**config.mk**
```make
export PLATFORM = sky130hd
export DESIGN_NAME = flash_rsp_unit
export DESIGN_NICKNAME = d
export VERILOG_FILES = /design/src/rtl/flash_rsp_pkg.sv /design/src/rtl/flash_busy_status.sv /design/src/rtl/flash_id_map.sv /design/src/rtl/flash_query_rom.sv /design/src/rtl/flash_rsp_unit.sv
export SDC_FILE = /design/constraint.sdc
export NUM_CORES = 1
export LEC_CHECK = 0
export ABC_AREA = 1
export BUFFER_PORTS_ARGS = -buffer_cell sky130_fd_sc_hd__buf_4
export CORE_MARGIN = 10
export CORE_UTILIZATION = 50
export CTS_CLUSTER_SIZE = 14
export DETAILED_ROUTE_END_ITERATION = 6
export PLACE_DENSITY_LB_ADDON = 0.3
export REMOVE_ABC_BUFFERS = 1
export SETUP_SLACK_MARGIN = 0.4
export SYNTH_ARGS = -nofsm -noshare
export SYNTH_HDL_FRONTEND = slang
export SYNTH_SLANG_ARGS = --single-unit
```
**constraint.sdc**
```tcl
create_clock -name clk -period 1.8 [get_ports clk]
set_clock_uncertainty 0.1 [all_clocks]
set_input_delay 0.36 -clock clk [delete_from_list [all_inputs] [get_ports clk]]
set_output_delay 0.36 -clock clk [all_outputs]
set_load 0.01 [all_outputs]
```
**src/rtl/flash_rsp_pkg.sv**
```systemverilog
package flash_rsp_pkg;
  typedef enum logic [1:0] {
    MD_ARRAY  = 2'd0,
    MD_IDENT  = 2'd1,
    MD_STATUS = 2'd2,
    MD_QUERY  = 2'd3
  } rsp_mode_e;

  localparam logic [7:0] QUERY_LEN = 8'h52;
  localparam logic [15:0] ID_UNUSED = 16'hFFFF;
endpackage

```
**src/rtl/flash_busy_status.sv**
```systemverilog
module flash_busy_status #(
  parameter int unsigned CE_CYCLES = 1250000000,
  parameter int unsigned SE_CYCLES = 125000000
) (
  input  logic       clk,
  input  logic       rst,
  input  logic       go_prog,
  input  logic       prog_msb,
  input  logic       go_serase,
  input  logic       go_cerase,
  input  logic       stat_rd,
  input  logic       bypass_on,
  output logic [7:0] stat_q,
  output logic       busy_q,
  output logic       done_q,
  output logic       done_byp_q
);
  localparam int unsigned MAXC = (CE_CYCLES > SE_CYCLES) ? CE_CYCLES : SE_CYCLES;
  localparam int unsigned CW   = $clog2(MAXC + 1);

  logic [CW-1:0] cnt_q;
  logic          erase_q;
  logic          fin;
  logic [7:0]    stat_nxt;

  assign fin = busy_q && (cnt_q == '0);

  always_comb begin
    stat_nxt = stat_q;
    if (fin && erase_q) stat_nxt[7] = ~stat_nxt[7];
    if (stat_rd)        stat_nxt[6] = ~stat_nxt[6];
    if (!busy_q) begin
      if (go_cerase || go_serase) stat_nxt = 8'h00;
      else if (go_prog)           stat_nxt = {~prog_msb, 7'h7F};
    end
  end

  always_ff @(posedge clk) begin
    if (rst) begin
      stat_q     <= 8'h00;
      busy_q     <= 1'b0;
      cnt_q      <= '0;
      erase_q    <= 1'b0;
      done_q     <= 1'b0;
      done_byp_q <= 1'b0;
    end else begin
      stat_q     <= stat_nxt;
      done_q     <= fin;
      done_byp_q <= fin && bypass_on;
      if (!busy_q) begin
        if (go_cerase) begin
          busy_q  <= 1'b1;
          erase_q <= 1'b1;
          cnt_q   <= CW'(CE_CYCLES - 1);
        end else if (go_serase) begin
          busy_q  <= 1'b1;
          erase_q <= 1'b1;
          cnt_q   <= CW'(SE_CYCLES - 1);
        end else if (go_prog) begin
          busy_q  <= 1'b1;
          erase_q <= 1'b0;
          cnt_q   <= '0;
        end
      end else if (fin) begin
        busy_q <= 1'b0;
      end else begin
        cnt_q <= cnt_q - 1'b1;
      end
    end
  end
endmodule

```
**src/rtl/flash_id_map.sv**
```systemverilog
module flash_id_map
  import flash_rsp_pkg::*;
#(
  parameter logic [15:0] ID_W0 = 16'h0001,
  parameter logic [15:0] ID_W1 = 16'h227E,
  parameter logic [15:0] ID_W2 = 16'h2210,
  parameter logic [15:0] ID_W3 = 16'h2201
) (
  input  logic [7:0]  widx,
  output logic        id_hit,
  output logic [15:0] id_val
);
  always_comb begin
    id_hit = 1'b0;
    id_val = 16'h0000;
    case (widx)
      8'h00: begin id_hit = 1'b1; id_val = ID_W0; end
      8'h01: begin id_hit = 1'b1; id_val = ID_W1; end
      8'h02: begin id_hit = 1'b1; id_val = 16'h0000; end
      8'h0E: begin id_hit = (ID_W2 != ID_UNUSED); id_val = ID_W2; end
      8'h0F: begin id_hit = (ID_W3 != ID_UNUSED); id_val = ID_W3; end
      default: ;
    endcase
  end
endmodule

```
**src/rtl/flash_query_rom.sv**
```systemverilog
module flash_query_rom
  import flash_rsp_pkg::*;
#(
  parameter int unsigned SECT_BYTES = 65536,
  parameter int unsigned NSECT      = 64
) (
  input  logic [7:0] widx,
  output logic [7:0] qval
);
  localparam longint unsigned CHIP_BYTES = longint'(SECT_BYTES) * longint'(NSECT);
  localparam int unsigned     LOG2_CHIP  = $clog2(CHIP_BYTES);
  localparam logic [15:0]     NS_M1      = 16'(NSECT - 1);
  localparam logic [31:0]     SB         = 32'(SECT_BYTES);

  always_comb begin
    qval = 8'h00;
    if (widx < QUERY_LEN) begin
      case (widx)
        8'h10: qval = 8'h51;
        8'h11: qval = 8'h52;
        8'h12: qval = 8'h59;
        8'h13: qval = 8'h02;
        8'h15: qval = 8'h31;
        8'h1B: qval = 8'h27;
        8'h1C: qval = 8'h36;
        8'h1F: qval = 8'h07;
        8'h21: qval = 8'h09;
        8'h22: qval = 8'h0C;
        8'h23: qval = 8'h01;
        8'h25: qval = 8'h0A;
        8'h26: qval = 8'h0D;
        8'h27: qval = 8'(LOG2_CHIP);
        8'h28: qval = 8'h02;
        8'h2C: qval = 8'h01;
        8'h2D: qval = NS_M1[7:0];
        8'h2E: qval = NS_M1[15:8];
        8'h2F: qval = SB[15:8];
        8'h30: qval = SB[23:16];
        8'h31: qval = 8'h50;
        8'h32: qval = 8'h52;
        8'h33: qval = 8'h49;
        8'h34: qval = 8'h31;
        8'h35: qval = 8'h30;
        default: qval = 8'h00;
      endcase
    end
  end
endmodule

```
**src/rtl/flash_rsp_unit.sv**
```systemverilog
module flash_rsp_unit
  import flash_rsp_pkg::*;
#(
  parameter int unsigned DEV_BYTES  = 2,
  parameter int unsigned SECT_BYTES = 65536,
  parameter int unsigned NSECT      = 64,
  parameter int unsigned CE_CYCLES  = 1250000000,
  parameter int unsigned SE_CYCLES  = 125000000,
  parameter logic [15:0] ID_W0      = 16'h0001,
  parameter logic [15:0] ID_W1      = 16'h227E,
  parameter logic [15:0] ID_W2      = 16'h2210,
  parameter logic [15:0] ID_W3      = 16'h2201
) (
  input  logic        clk,
  input  logic        rst,
  input  logic        rd_stb,
  input  logic [7:0]  rd_ofs,
  input  logic [1:0]  rd_size,
  input  logic [1:0]  mode,
  input  logic [31:0] arr_data,
  input  logic        bypass_on,
  input  logic        start_prog,
  input  logic        prog_msb,
  input  logic        start_serase,
  input  logic        start_cerase,
  output logic [31:0] rd_data,
  output logic        rd_valid,
  output logic        busy,
  output logic        done,
  output logic        done_to_bypass
);
  localparam int unsigned IDX_SH = $clog2(DEV_BYTES);
  localparam int unsigned LANES  = 4;

  logic [7:0]  widx;
  logic [31:0] arr_sized;
  logic        id_hit;
  logic [15:0] id_val;
  logic [7:0]  q_val;
  logic [7:0]  stat_w;
  logic        stat_rd;
  logic [31:0] rsp_nxt;
  logic [31:0] rd_data_q;
  logic        rd_valid_q;

  assign widx    = rd_ofs >> IDX_SH;
  assign stat_rd = rd_stb && (rsp_mode_e'(mode) == MD_STATUS);

  for (genvar g = 0; g < LANES; g++) begin : g_lane
    localparam int unsigned NEED = (g == 0) ? 0 : ((g == 1) ? 1 : 2);
    assign arr_sized[8*g +: 8] = (int'(rd_size) >= NEED) ? arr_data[8*g +: 8] : 8'h00;
  end

  flash_id_map #(
    .ID_W0(ID_W0), .ID_W1(ID_W1), .ID_W2(ID_W2), .ID_W3(ID_W3)
  ) id_i (
    .widx   (widx),
    .id_hit (id_hit),
    .id_val (id_val)
  );

  flash_query_rom #(
    .SECT_BYTES(SECT_BYTES), .NSECT(NSECT)
  ) rom_i (
    .widx (widx),
    .qval (q_val)
  );

  flash_busy_status #(
    .CE_CYCLES(CE_CYCLES), .SE_CYCLES(SE_CYCLES)
  ) bs_i (
    .clk        (clk),
    .rst        (rst),
    .go_prog    (start_prog),
    .prog_msb   (prog_msb),
    .go_serase  (start_serase),
    .go_cerase  (start_cerase),
    .stat_rd    (stat_rd),
    .bypass_on  (bypass_on),
    .stat_q     (stat_w),
    .busy_q     (busy),
    .done_q     (done),
    .done_byp_q (done_to_bypass)
  );

  always_comb begin
    case (rsp_mode_e'(mode))
      MD_IDENT:  rsp_nxt = id_hit ? {16'h0000, id_val} : arr_sized;
      MD_STATUS: rsp_nxt = {24'h000000, stat_w};
      MD_QUERY:  rsp_nxt = {24'h000000, q_val};
      default:   rsp_nxt = arr_sized;
    endcase
  end

  always_ff @(posedge clk) begin
    if (rst) begin
      rd_data_q  <= 32'h0;
      rd_valid_q <= 1'b0;
    end else begin
      rd_valid_q <= rd_stb;
      if (rd_stb) rd_data_q <= rsp_nxt;
    end
  end

  assign rd_data  = rd_data_q;
  assign rd_valid = rd_valid_q;
endmodule

```
### Word level (Yosys, flattened, before mapping)

Memory sizes are Yosys's and may differ from the RTL's.
Index checks and enable logic that the tools add are counted.

| word-level totals | value |
|---|---|
| register bits after elaboration | 76 |
| ROM bits | 448 |
| output and inout bits | 36 |
| word-level logic and storage cells | 68 |
| memories kept | 1 |

Memory list:

| name | words | bits a word | read ports | clocked after Yosys merged registers in | write ports | line | RTL |
|---|---|---|---|---|---|---|---|
| (no name shown) | 64 | 7 | 1 | 0 | 0 | flash_query_rom.sv:18 | `case (widx)` |

| cells by class | value |
|---|---|
| $add $sub $neg | 1 |
| order comparisons | 3 |
| eq/ne operators | 8 |
| mux-type cells | 27 |
| bitwise gates (word level) | 4 |
| reduce and logical (&&, ||, !) cells | 15 |

Operators by type and width:

| cell | count |
|---|---|
| 2-to-1 mux 31 bit | 5 |
| case mux 32 bit (3 select lines) | 1 |
| 2-to-1 mux 8 bit | 8 |
| case mux 14 bit (4 select lines) | 1 |
| 2-to-1 mux 32 bit | 1 |
| zero test 31 bit | 1 |
| subtractor 31 x 1 -> 31 bit (second input constant) | 1 |
| equality test 7 x 4 -> 1 bit (second input constant) | 2 |
| 2-to-1 mux 1 bit | 11 |
| zero test 8 bit | 1 |
| equality test 7 x 1 -> 1 bit (second input constant) | 1 |
| equality test 7 x 2 -> 1 bit (second input constant) | 1 |
| less-than comparator 7 bit (second input constant) | 1 |
| AND reduction 2 bit | 3 |
| OR reduction 5 bit | 1 |
| equality test 2 bit (second input constant) | 2 |
| logical AND 1 bit | 4 |
| inverter 1 bit | 4 |
| nonzero test 4 bit | 1 |
| nonzero test 3 bit | 1 |
| equality test 2 x 1 -> 1 bit (second input constant) | 1 |
| greater-or-equal comparator 2 x 1 -> 1 bit (second input constant) | 1 |
| greater-or-equal comparator 2 bit (second input constant) | 1 |
| zero test 2 bit | 1 |
| 3 further kinds | 3 |

### Depth between registers and ports, before layout

Gate-level depths: netlist (run 1).

| logic depth | value |
|---|---|
| depth after elaboration | 7 |
| mapped depth | 13 |

### Modules after synthesis

Synthesis (run 1) repeated with hierarchy kept, for this count alone.

| unflattened totals | value |
|---|---|
| cell total of the unflattened synthesis | 834 |
| area total of the unflattened synthesis | 5,077.4 um^2 |

Modules (own cells, without submodules):

| module | instances | cells each | area an instance (um^2) |
|---|---|---|---|
| flash_busy_status | 1 | 389 | 2,434.8 |
| flash_rsp_unit | 1 | 303 | 1,888.1 |
| flash_query_rom | 1 | 100 | 505.5 |
| flash_id_map | 1 | 42 | 249.0 |

### Worst setup path before layout (run 1)

OpenSTA, ideal clock, no wires.

| path | value |
|---|---|
| path type | input to register |
| start | input rd_ofs[1] |
| end | register rd_data_q[21], in the netlist rd_data[21] |
| arrival time | 1.594 ns |
| required time | 1.641 ns |
| setup slack | 0.048 ns |
| stages | 12 |
| path buffers | 1 |
| cell sequence | inv_1 -> ha_1 -> nand3_1 -> nand2_1 -> nand2_1 -> nand3_2 -> nand2_2 -> nand2_2 -> nor2_4 -> buf_6 -> nand3_1 -> nand2_1 |

| between the ends | value |
|---|---|
| word-level cells in the longest chain between the ends | 5 |

RTL lines:

| element | line | RTL |
|---|---|---|
| start, declared | flash_rsp_unit.sv:17 | `input logic [7:0] rd_ofs,` |
| equality test 7 x 2 -> 1 bit (tied with other cells) | flash_id_map.sv:16 | `case (widx)` |
| OR reduction 5 bit (no source line) * | -- |  |
| 2-to-1 mux 1 bit * | flash_id_map.sv:16 |  |
| 2-to-1 mux 32 bit * | flash_rsp_unit.sv:88 | `MD_IDENT: rsp_nxt = id_hit ? {16'h0000, id_val} : arr_sized;` |
| case mux 32 bit (3 select lines) * | flash_rsp_unit.sv:87 | `case (rsp_mode_e'(mode))` |
| end signal, assigned | flash_rsp_unit.sv:101 | `if (rd_stb) rd_data_q <= rsp_nxt;` |
| end, declared | flash_rsp_unit.sv:43 | `logic [31:0] rd_data_q;` |

Every way passes the cells marked *; elsewhere a longest branch is shown, timed or not.
A chain may end at the register's enable or synchronous reset.

### Final worst setup path (run 1)

| path | value |
|---|---|
| start | register bs_i.cnt_q[16] |
| end | register bs_i.cnt_q[26] |

| between the ends | value |
|---|---|
| word-level cells in the longest chain between the ends | 4 |

RTL lines:

| element | line | RTL |
|---|---|---|
| start, declared | flash_busy_status.sv:21 | `logic [CW-1:0] cnt_q;` |
| start signal, assigned | flash_busy_status.sv:54 | `cnt_q <= CW'(CE_CYCLES - 1);` |
| start signal, assigned | flash_busy_status.sv:58 | `cnt_q <= CW'(SE_CYCLES - 1);` |
| start signal, assigned | flash_busy_status.sv:67 | `cnt_q <= cnt_q - 1'b1;` |
| branches (longest 4 deep; another with subtractor 31 x 1 -> 31 bit) | -- |  |

Parallel ways; which one is timed is not known. The select of a mux whose other input is x is not followed.

==> results.yml, run 1 <==
floorplan:
  std_cell_rows: 33
  initial_utilization_pct: 52.1
  dieArea_sq_um: 12800
  num_io_pins: 88
  die_h_um: 113
  coreArea_sq_um: 8300
  die_w_um: 113
synthesis:
  syn_area_sq_um: 4330
  synth_top_area_share_pct: 32.8
  ys_types: 37
  synth_compound_area_share_pct: 9.86
  async_flop_share_pct: 0
  yosysTopAreaCell: "dfxtp_1"
  synth_ff_type: "dfxtp_1"
  synth-seq-cells: 71
  synth_xor_area_share_pct: 0.809
  synth_simple_gate_area_share_pct: 46.7
  synth_top_family_by_area: "simple AND/OR/NAND/NOR gates"
  synth_edf_count: 0
  yosysSeqAreaShare_pct: 32.8
  muxShareOfSynthArea_pct: 0
  postSynthCellCount: 715
  syn_avg_cell_area_sq_um: 6.05
  yosysWarnings: 0
  yosys.area_share.adder_pct: 2.02
  synth_area_leaders: "dfxtp_1 33%, nand2_1 17%, nor2_1 14%, nand3_1 7.7%, inv_1 4.7%"
min_path:
  hold_path_end: "rd_data[29]"
  whs_path_depth: 3
  hp-start: "arr_data[29]"
  hp-class: "input pin to flop"
worst_setup_path:
  crit_arrival_ns: 2.21
  cp_top_family: "simple AND/OR/NAND/NOR gates"
  critPathMaxStageDelay_ns: 0.39
  path_max_fanout: 6
  path_buf_inv: 1
  timing.rr.end: "bs_i.cnt_q[26]"
  worst-setup-path-type: "flop to flop"
  critPathRequiredTime_ns: 1.98
  path_cells: "nor2_4, nand2_2, nor2_4, nand2_4, nor2_4, nand2_2, nand2_4, buf_8, nand2_2, nand2_1, a21oi_2"
  crit_path_end_kind: "flop"
  slowest_stage: "dfxtp_4"
  r2r_start: "bs_i.cnt_q[16]"
  reg2reg_depth: 11
  critPathLaunchType: "flop"
  reg2reg_setup_slack_ns: -0.23
sta:
  finalHoldViolCount: 0
  max_slew_margin_pct: 63.7
  worst_slew_pin_slew_ns: 0.544
  max_freq_mhz: 492
  slew_viol_final: 0
  timing.final.crit_share_pct: 113
  finalSetupViolations: 31
  rsz0062_at_grt: "true"
  tns_ns: -2.80
  fin_crit_ns: 2.03
  setup_slack_ns: -0.231
global_route:
  grt_max_degree: 32
  antenna_found_initial: 0
  grt_pass1_wl_um: 28800
  grt_pass1_vias: 5903
  grt_usage_pct: 27.2
  gr-total-overflow: 0
outcome:
  violations: "DRC, setup timing"
  outcome: "finished with violations"
power:
  p_switching_w: 0.00226
  pwr_density_cell_nw_per_um2: 719
  comb_power_share_pct: 41.7
  pwr-share-seq_pct: 32.4
  ir_drop_v: 0.000492
  power_w: 0.00552
  power_leakage_nw: 3.67
  pwr-share-clk_pct: 25.9
  intPower_w: 0.00326
  switching_share_pct: 41.0
cells_and_area:
  final_cell_mix: "173 x buf_4, 145 x nand2_1, 103 x nor2_1"
  num_antenna_cells: 0
  nNetsFinal: 993
  drive_above_1_share_pct: 50.6
  layout_commonest_cell: "buf_4"
  area_delta_synth_final_pct: 77.4
  fillers: 232
  multi_input_area_sq_um: 3640
  seqCellArea_sq_um: 1460
  final_area_sq_um: 7680
place:
  placedInstanceArea_sq_um: 5630
  hpwl_um: 11000
  port_buffers: 86
  globalplace.congestion: 0.997
clocking:
  cts_tree: "done"
  htreeDepth: 3
  cts_sinks: 71
  cts_inserted_buffers: 9
  insertion_delay_ns: 0.39
  cts_hold_buf: 0
  clockRootBuffer: "clkbuf_8"
  clockBufferDepth: 2
  cts.clk_slew.worst_paths_ns: 0.11
routing:
  num_vias: 7214
  viasPerCell: 6.91
  first_iter_violations: 1640
  wl_per_cell_um: 26.1
  drc: 165
  dr.pass1.iters: 7
  drtAntennaViolNets: 0
  wirelength_um: 27300
job:
  maxCapViolCount: 0
==> layout make-up <==
cell class / instances / area share, %
clock buffers: 10 / 1.66
clock inverters: 6 / 0.913
inverters: 58 / 3.31
multi-input cells: 566 / 47.5
flip-flops and latches: 71 / 19.0
well taps: 105 / 1.71
repair buffers: 228 / 25.9
==> power by group through the flow <==
stage / Clock (W) / Sequential, W / Combinational, W
after floorplan: 0 / 0.00178 / 0.000635
after global placement: 0 / 0.00176 / 0.00121
after detailed placement: 0 / 0.00176 / 0.00124
after CTS: 0.00133 / 0.00174 / 0.00160
after global routing: 0.00144 / 0.00179 / 0.00237
final: 0.00143 / 0.00179 / 0.00230
==> flip-flops by register name, summed over array words and instances, names as in the netlist <==
signal / cells
bs_i.stat_q: 3
bs_i.busy_q: 1
bs_i.cnt_q: 31
bs_i.done_byp_q: 1
bs_i.done_q: 1
rd_valid: 1
rd_data: 32
bs_i.erase_q: 1
==> cell usage after synthesis, drive strengths merged, types with 2 or more instances <==
cell and count:
nand2 205, nor2 170, dfxtp 71, nand3 69
inv 57, o21ai 46, a21oi 29, buf 13
nand4 13, clkbuf 8, ha 7, nor3b 5
nor3 4, or2 4, nand3b 3, xor2 3
o211ai 2
==> tightest hold or removal path: stages <==
cell and delay, ns:
buf_4 0.08, nand3_2 0.06, nand2_1 0.05
==> metal layers <==
metal  global-route usage (%)  vias up  wire length (um)
met3                     7.98      399              3990
met1                     29.1     3161              8300
met5                        0        -                35
met4                     14.4        2              3190
met2                     47.2      931             11800
li1                         -     2721                 -
==> cell families after synthesis <==
logic type,Yosys count
flip-flops,71
adder cells (fa/ha/maj),7
AND/OR/NAND/NOR,474
XOR/XNOR,4
AO/OA/AOI/OAI,80
buffers and inverters,79
==> through the flow <==
step | util [%] | cells | hold slack, ns | setup WS (ns)
2_1_floorplan | - | 694 | 0.329 | 0.0334
3_3_place_gp | 67.8 | 967 | 0.338 | -0.144
3_5_place_dp | 67.8 | 967 | 0.341 | -0.258
4_1_cts | 81.4 | 1025 | 0.117 | 0.0904
5_1_grt | 92.5 | 1044 | 0.0979 | -0.308
6_report | 92.5 | 1044 | 0.0849 | -0.231
==> worst max-delay path by stage <==
stage | startpoint | end | slack, ns | cells after the start
final | bs_i.cnt_q[16] | bs_i.cnt_q[26] | -0.23 | 11
after global routing | bs_i.cnt_q[8] | bs_i.cnt_q[26] | -0.31 | 11
after global placement | rd_ofs[1] | rd_data[17] | -0.14 | 12
after CTS | bs_i.cnt_q[0] | bs_i.cnt_q[28] | 0.09 | 12
after detailed placement | rd_ofs[1] | rd_data[28] | -0.26 | 12
after floorplan | bs_i.busy_q | bs_i.cnt_q[15] | 0.03 | 4
==> timing repair <==
action | in CTS | in global routing
endpoints found under the setup margin | 67 | 71
buffers inserted | 40 | 19
pin swaps | 72 | 112
endpoints found under the hold margin | 0 | 0
resized for setup | 170 | 208
gates cloned | 2 | 0
Power figures use the tool's default switching activity.
==> run 2, diff against run 1 <==
--- a/config.mk
+++ b/config.mk
@@ -8,7 +8,7 @@
 export ABC_AREA = 1
 export BUFFER_PORTS_ARGS = -buffer_cell sky130_fd_sc_hd__buf_4
 export CORE_MARGIN = 10
-export CORE_UTILIZATION = 50
+export CORE_UTILIZATION = 52
 export CTS_CLUSTER_SIZE = 14
 export DETAILED_ROUTE_END_ITERATION = 6
 export PLACE_DENSITY_LB_ADDON = 0.3
@@ -16,4 +16,5 @@
 export SETUP_SLACK_MARGIN = 0.4
 export SYNTH_ARGS = -nofsm -noshare
 export SYNTH_HDL_FRONTEND = slang
+export SYNTH_HIERARCHICAL = 1
 export SYNTH_SLANG_ARGS = --single-unit
==> run 2 against run 1 <==
Net effect:
- the run ends with setup timing left
- register-to-register slack better by 0.20 ns
- die area up 10%
- fmax up 11%
- sequential share of layout area up 0.39 points
==> results.yml, run 2 <==
outcome:
  outcome: "finished with violations"
  violations: "setup timing"
cells_and_area:
  final_area_sq_um: 7500
  final_cell_mix: "195 x nand2_1, 152 x buf_4, 104 x nor2_1"
  multi_input_area_sq_um: 3790
  area_delta_synth_final_pct: 47.8
  nNetsFinal: 1046
  largest_reg_flops: 32
  seqCellArea_sq_um: 1460
  drive_above_1_share_pct: 44.0
  layout_commonest_cell: "nand2_1"
  num_antenna_cells: 0
  fillers: 674
routing:
  viasPerCell: 5.40
  drc: 0
  num_vias: 6072
  wirelength_um: 17900
  wl_per_cell_um: 15.9
  drtAntennaViolNets: 0
  first_iter_violations: 746
  dr.pass1.iters: 5
min_path:
  hp-class: "input pin to flop"
  hp-start: "arr_data[21]"
  hold_path_end: "rd_data[21]"
  whs_path_depth: 3
clocking:
  insertion_delay_ns: 0.37
  cts_sinks: 71
  cts.clk_slew.worst_paths_ns: 0.10
  htreeDepth: 3
  clockRootBuffer: "clkbuf_8"
  cts_tree: "done"
  clockBufferDepth: 2
  cts_inserted_buffers: 9
global_route:
  grt_pass1_vias: 5421
  grt_pass1_wl_um: 25900
  grt_usage_pct: 21.5
  grt_max_degree: 43
  gr-total-overflow: 0
  antenna_found_initial: 0
worst_setup_path:
  reg2reg_setup_slack_ns: -0.03
  path_max_fanout: 5
  crit_path_end_kind: "flop"
  crit_arrival_ns: 1.98
  timing.rr.end: "bs_i/cnt_q[16]"
  worst-setup-path-type: "flop to flop"
  critPathRequiredTime_ns: 1.95
  critPathLaunchType: "flop"
  r2r_start: "bs_i/cnt_q[26]"
  reg2reg_depth: 9
sta:
  setup_slack_ns: -0.0307
  slew_viol_final: 0
  finalHoldViolCount: 0
  tns_ns: -0.0494
  max_freq_mhz: 546
  finalSetupViolations: 3
  fin_crit_ns: 1.83
  rsz0062_at_grt: "true"
  timing.final.crit_share_pct: 102
floorplan:
  coreArea_sq_um: 9640
  dieArea_sq_um: 14100
  initial_utilization_pct: 52.7
  std_cell_rows: 36
  die_w_um: 119
  num_io_pins: 88
  die_h_um: 119
power:
  pwr_density_cell_nw_per_um2: 618
  ir_drop_v: 0.000417
  power_leakage_nw: 3.40
synthesis:
  synth_edf_count: 0
  synth_area_leaders: "dfxtp_1 28%, nand2_1 18%, nor2_1 9.8%, a21oi_1 6.4%, nand3_1 6.1%"
  postSynthCellCount: 834
  syn_avg_cell_area_sq_um: 6.09
  yosysMostFrequentCell: "nand2_1"
  yosysSeqAreaShare_pct: 28.0
  syn_area_sq_um: 5080
  yosysTopAreaCell: "dfxtp_1"
  yosysWarnings: 6
  synth_top_area_share_pct: 28.0
  ys_types: 41
  synth_ff_type: "dfxtp_1"
  async_flop_share_pct: 0
  synth-seq-cells: 71
  synthTopCellsByCount: "243 x nand2_1, 133 x nor2_1, 78 x inv_1"
place:
  hpwl_um: 10500
  port_buffers: 86
  globalplace.congestion: 0.945
  pre_cts_ws_ns: -0.155
  placedInstanceArea_sq_um: 6050
job:
  maxCapViolCount: 0
-- run 2: changes by cell type after synthesis, moves of 4 or more --
cell and change:
nand2_1 +48, a21oi_1 +37, nor2_1 -30, inv_1 +24
buf_4 +19, nor2_2 +13, o21ai_1 -13, nand3_2 +8
buf_2 +6, nand3_1 -5, xor2_1 +5, buf_6 +4
nand4_1 -4
-- run 2: logic make-up (layout without fill, tap and decap cells) --
| kind of cell | Yosys count | after routing | share of synthesized area, % |
|---|---|---|---|
| AND/OR/NAND/NOR | 503 | 505 | 43.6 |
| AO/OA/AOI/OAI | 105 | 105 | 11.1 |
| other | 3 | 10 | 0.222 |
| flip-flops | 71 | 71 | 28.0 |
| buffers and inverters | 133 | 282 | 13.3 |
| XOR/XNOR | 12 | 12 | 2.07 |
| adder cells (fa/ha/maj) | 7 | 7 | 1.72 |
-- run 2: where the power goes --
| part | internal (W) | switching, W |
|---|---|---|
| Clock | 0.000543 | 0.000682 |
| Sequential | 0.00167 | 0.000105 |
| Combinational | 0.000696 | 0.000948 |
| Total | 0.00291 | 0.00173 |
-- run 2: cell type report --
type	count	share of cell area [%]
clock buffer	10	1.83
clock inverter	6	0.584
inverter	85	4.78
multi-input combinational	639	50.5
sequential	71	19.4
tap	133	2.22
timing repair buffer	181	20.7
-- run 2: critical path, stage by stage, from the launching register on --
cell and delay [ns]:
dfxtp_2 0.35, nor2_1 0.17, nand2_2 0.10, nor2_2 0.16
nand2_4 0.09, o21ai_4 0.22, nand2_4 0.13, buf_4 0.17
o21ai_1 0.15, nor2_1 0.07
-- run 2: what timing repair did --
action,4_1_cts,5_1_grt
hold buffers,0,0
pin swaps,60,85
gates resized for setup,142,151
buffers inserted,23,9
cloned,4,1
endpoints found under the setup margin,68,68
-- run 2: worst max-delay path by stage --
stage / slack [ns] / to / start / depth (start not counted)
floorplan: -0.31 / rd_data[6] / rd_ofs[6] / 10
global placement: -0.12 / rd_data[1] / rd_ofs[2] / 14
detailed placement: -0.15 / rd_data[5] / rd_ofs[2] / 14
CTS: 0.12 / bs_i/cnt_q[21] / bs_i/cnt_q[9] / 9
global route: -0.15 / bs_i/cnt_q[16] / bs_i/cnt_q[26] / 9
finish: -0.03 / bs_i/cnt_q[16] / bs_i/cnt_q[26] / 9
-- run 2: through the flow --
| stage | power, W | utilization [%] | instances | hold WS (ns) |
|---|---|---|---|---|
| after CTS | 0.00436 | 71.4 | 1115 | 0.148 |
| after global routing | 0.00485 | 77.9 | 1125 | 0.149 |
| after floorplan | 0.00246 | - | 793 | 0.322 |
| after detailed placement | 0.00295 | 62.8 | 1072 | 0.356 |
| final | 0.00464 | 77.9 | 1125 | 0.155 |
| after global placement | 0.00293 | 62.8 | 1072 | 0.353 |
-- run 2: routing by layer --
layer  wire length [um]  vias to the layer above  GRT usage [%]  part of all wire [%]
met4                620                        0           6.11                   3.5
met3               1410                       70           4.49                   7.9
li1                   -                     2908              -                     -
met5                  0                        -              0                     0
met2               8430                      322           35.1                    47
met1               7440                     2772           28.1                    42
==> run 3, diff against run 2 <==
--- a/config.mk
+++ b/config.mk
@@ -8,7 +8,7 @@
 export ABC_AREA = 1
 export BUFFER_PORTS_ARGS = -buffer_cell sky130_fd_sc_hd__buf_4
 export CORE_MARGIN = 10
-export CORE_UTILIZATION = 52
+export CORE_UTILIZATION = 62
 export CTS_CLUSTER_SIZE = 14
 export DETAILED_ROUTE_END_ITERATION = 6
 export PLACE_DENSITY_LB_ADDON = 0.3
==> constraint.sdc (replaced) <==
create_clock -name clk -period 2.2 [get_ports clk]
set_clock_uncertainty 0.1 [all_clocks]
set_input_delay 0.44 -clock clk [delete_from_list [all_inputs] [get_ports clk]]
set_output_delay 0.44 -clock clk [all_outputs]
set_load 0.01 [all_outputs]
==> run 3 against run 2 <==
Net effect:
- final cell count shrank 7.8%
- the run now ends clean
- critical endpoint is now bs_i/cnt_q[29]
- worst setup slack gained 0.37 ns
- sequential power shrank 18%
- core utilization grew 4.3 points
- hold slack gained 0.096 ns
- via count shrank 5.7%
- largest cell class unchanged
==> results.yml, run 3 (synthesis results as in run 2) <==
clocking:
  cts_inserted_buffers: 9
  cts_sinks: 71
  clockBufferDepth: 2
  cts.clk_slew.worst_paths_ns: 0.08
  clockRootBuffer: "clkbuf_8"
  htreeDepth: 3
  cts_hold_buf: 0
  insertion_delay_ns: 0.35
  cts_tree: "done"
worst_setup_path:
  crit_path_end_kind: "flop"
  reg2reg_depth: 12
  critPathLaunchType: "flop"
  path_max_fanout: 7
  path_buf_inv: 1
  critPathRequiredTime_ns: 2.37
  slowest_stage: "dfxtp_2"
  path_depth: 12
  critPathMaxStageDelay_ns: 0.36
  cp_top_family: "simple AND/OR/NAND/NOR gates"
  worst-setup-path-type: "flop to flop"
  path_cells: "nor2_4, nand2_1, nor2_4, nand2_4, buf_6, nor2_4, nand2_4, nand2_8, nor2_2, nand2_1, nand2_1, nor2_1"
  crit_arrival_ns: 2.04
sta:
  setup_slack_ns: 0.339
  finalSetupViolations: 0
  hold_ws_ns: 0.251
  timing.final.crit_share_pct: 84.6
  max_freq_mhz: 537
  tns_ns: 0
  finalHoldViolCount: 0
  rsz0062_at_grt: "true"
  slew_viol_final: 0
  max_slew_margin_pct: 58.7
  fin_crit_ns: 1.86
  worst_slew_pin_slew_ns: 0.618
global_route:
  grt_pass1_wl_um: 23500
  gr-total-overflow: 0
  antenna_found_initial: 0
  grt_pass1_vias: 4961
  grt_max_degree: 33
  grt_usage_pct: 22.0
cells_and_area:
  nNetsFinal: 990
  finalCoreUtilization_pct: 82.1
  num_antenna_cells: 0
  largest_reg_flops: 32
  area_delta_synth_final_pct: 26.9
  final_cell_mix: "229 x nand2_1, 118 x nor2_1, 115 x buf_4"
  layout_commonest_cell: "nand2_1"
  drive_above_1_share_pct: 27.7
routing:
  drtAntennaViolNets: 0
  num_vias: 5725
  drc: 0
  wirelength_um: 16000
  dr.pass1.iters: 5
  wl_per_cell_um: 15.4
  viasPerCell: 5.52
  first_iter_violations: 534
floorplan:
  coreArea_sq_um: 7850
  num_io_pins: 88
  die_w_um: 110
  dieArea_sq_um: 12200
  initial_utilization_pct: 64.7
  die_h_um: 110
  std_cell_rows: 32
place:
  port_buffers: 86
  globalplace.congestion: 0.959
  hpwl_um: 10600
  pre_cts_ws_ns: 0.0168
power:
  power_leakage_nw: 3.05
  ir_drop_v: 0.000443
  pwr_density_cell_nw_per_um2: 554
min_path:
  hp-class: "input pin to flop"
  whs_path_depth: 3
job:
  maxCapViolCount: 0
outcome:
  outcome: "complete, no violations"
[run 3: cell types whose count changed in the layout (fill, tap and decap cells not counted), moves of 14 or more]
cell	change
a21oi_1	+22
nand2_2	-28
buf_4	-37
nand2_1	+34
nor2_1	+14
a21oi_2	-22
nand3_1	+16
[run 3: worst paths after layout]
check / start / to / slack (ns)
setup / recovery: bs_i/cnt_q[13] / bs_i/cnt_q[29] / 0.34
hold / removal: arr_data[19] / rd_data[19] / 0.25
setup reg to reg: bs_i/cnt_q[13] / bs_i/cnt_q[29] / 0.34
hold reg to reg: rd_data[15] / rd_data[15] / 0.37
[run 3: final cells by class]
class / instances / area, sq um
clock buffer: 9 / 124
clock inverter: 6 / 61.3
fill: 538 / 1400
inverter: 85 / 328
multi-input combinational: 638 / 3320
sequential: 71 / 1440
tap: 102 / 128
timing repair buffer: 126 / 1050
[run 3: worst reg2reg max path, delay by kind of cell (launching register included)]
kind          cells  cell delay (ns)
flops             1             0.36
simple gates     11             1.21
buf+inv           1             0.12
[run 3: repair_timing]
item	4_1_cts	5_1_grt
endpoints found under the setup margin	37	62
resized for setup	20	79
setup buffers	5	20
cloned	1	1
pin swaps	7	34
[run 3: metal layers]
metal / wire, um / global-route usage [%] / up-vias
met4: 397 / 7.51 / 0
met2: 7750 / 35.2 / 322
li1: - / - / 2782
met5: 0 / 0 / -
met3: 1390 / 4.11 / 48
met1: 6430 / 28.8 / 2573
[run 3: per-stage QoR]
step | total power, W | instance area [sq um] | cells
5_1_grt | 0.00373 | 6440 | 1037
3_5_place_dp | 0.00234 | 5670 | 995
3_3_place_gp | 0.00231 | 5670 | 995
4_1_cts | 0.00339 | 6000 | 1016
6_report | 0.00357 | 6440 | 1037
2_1_floorplan | 0.00201 | 4750 | 793
[run 3: power by group]
| group | leakage, nW | internal, W | switching, W |
|---|---|---|---|
| logic | 2.37 | 0.000430 | 0.000663 |
| registers | 0.585 | 0.00136 | 0.0000948 |
| clock network | 0.0953 | 0.000515 | 0.000504 |
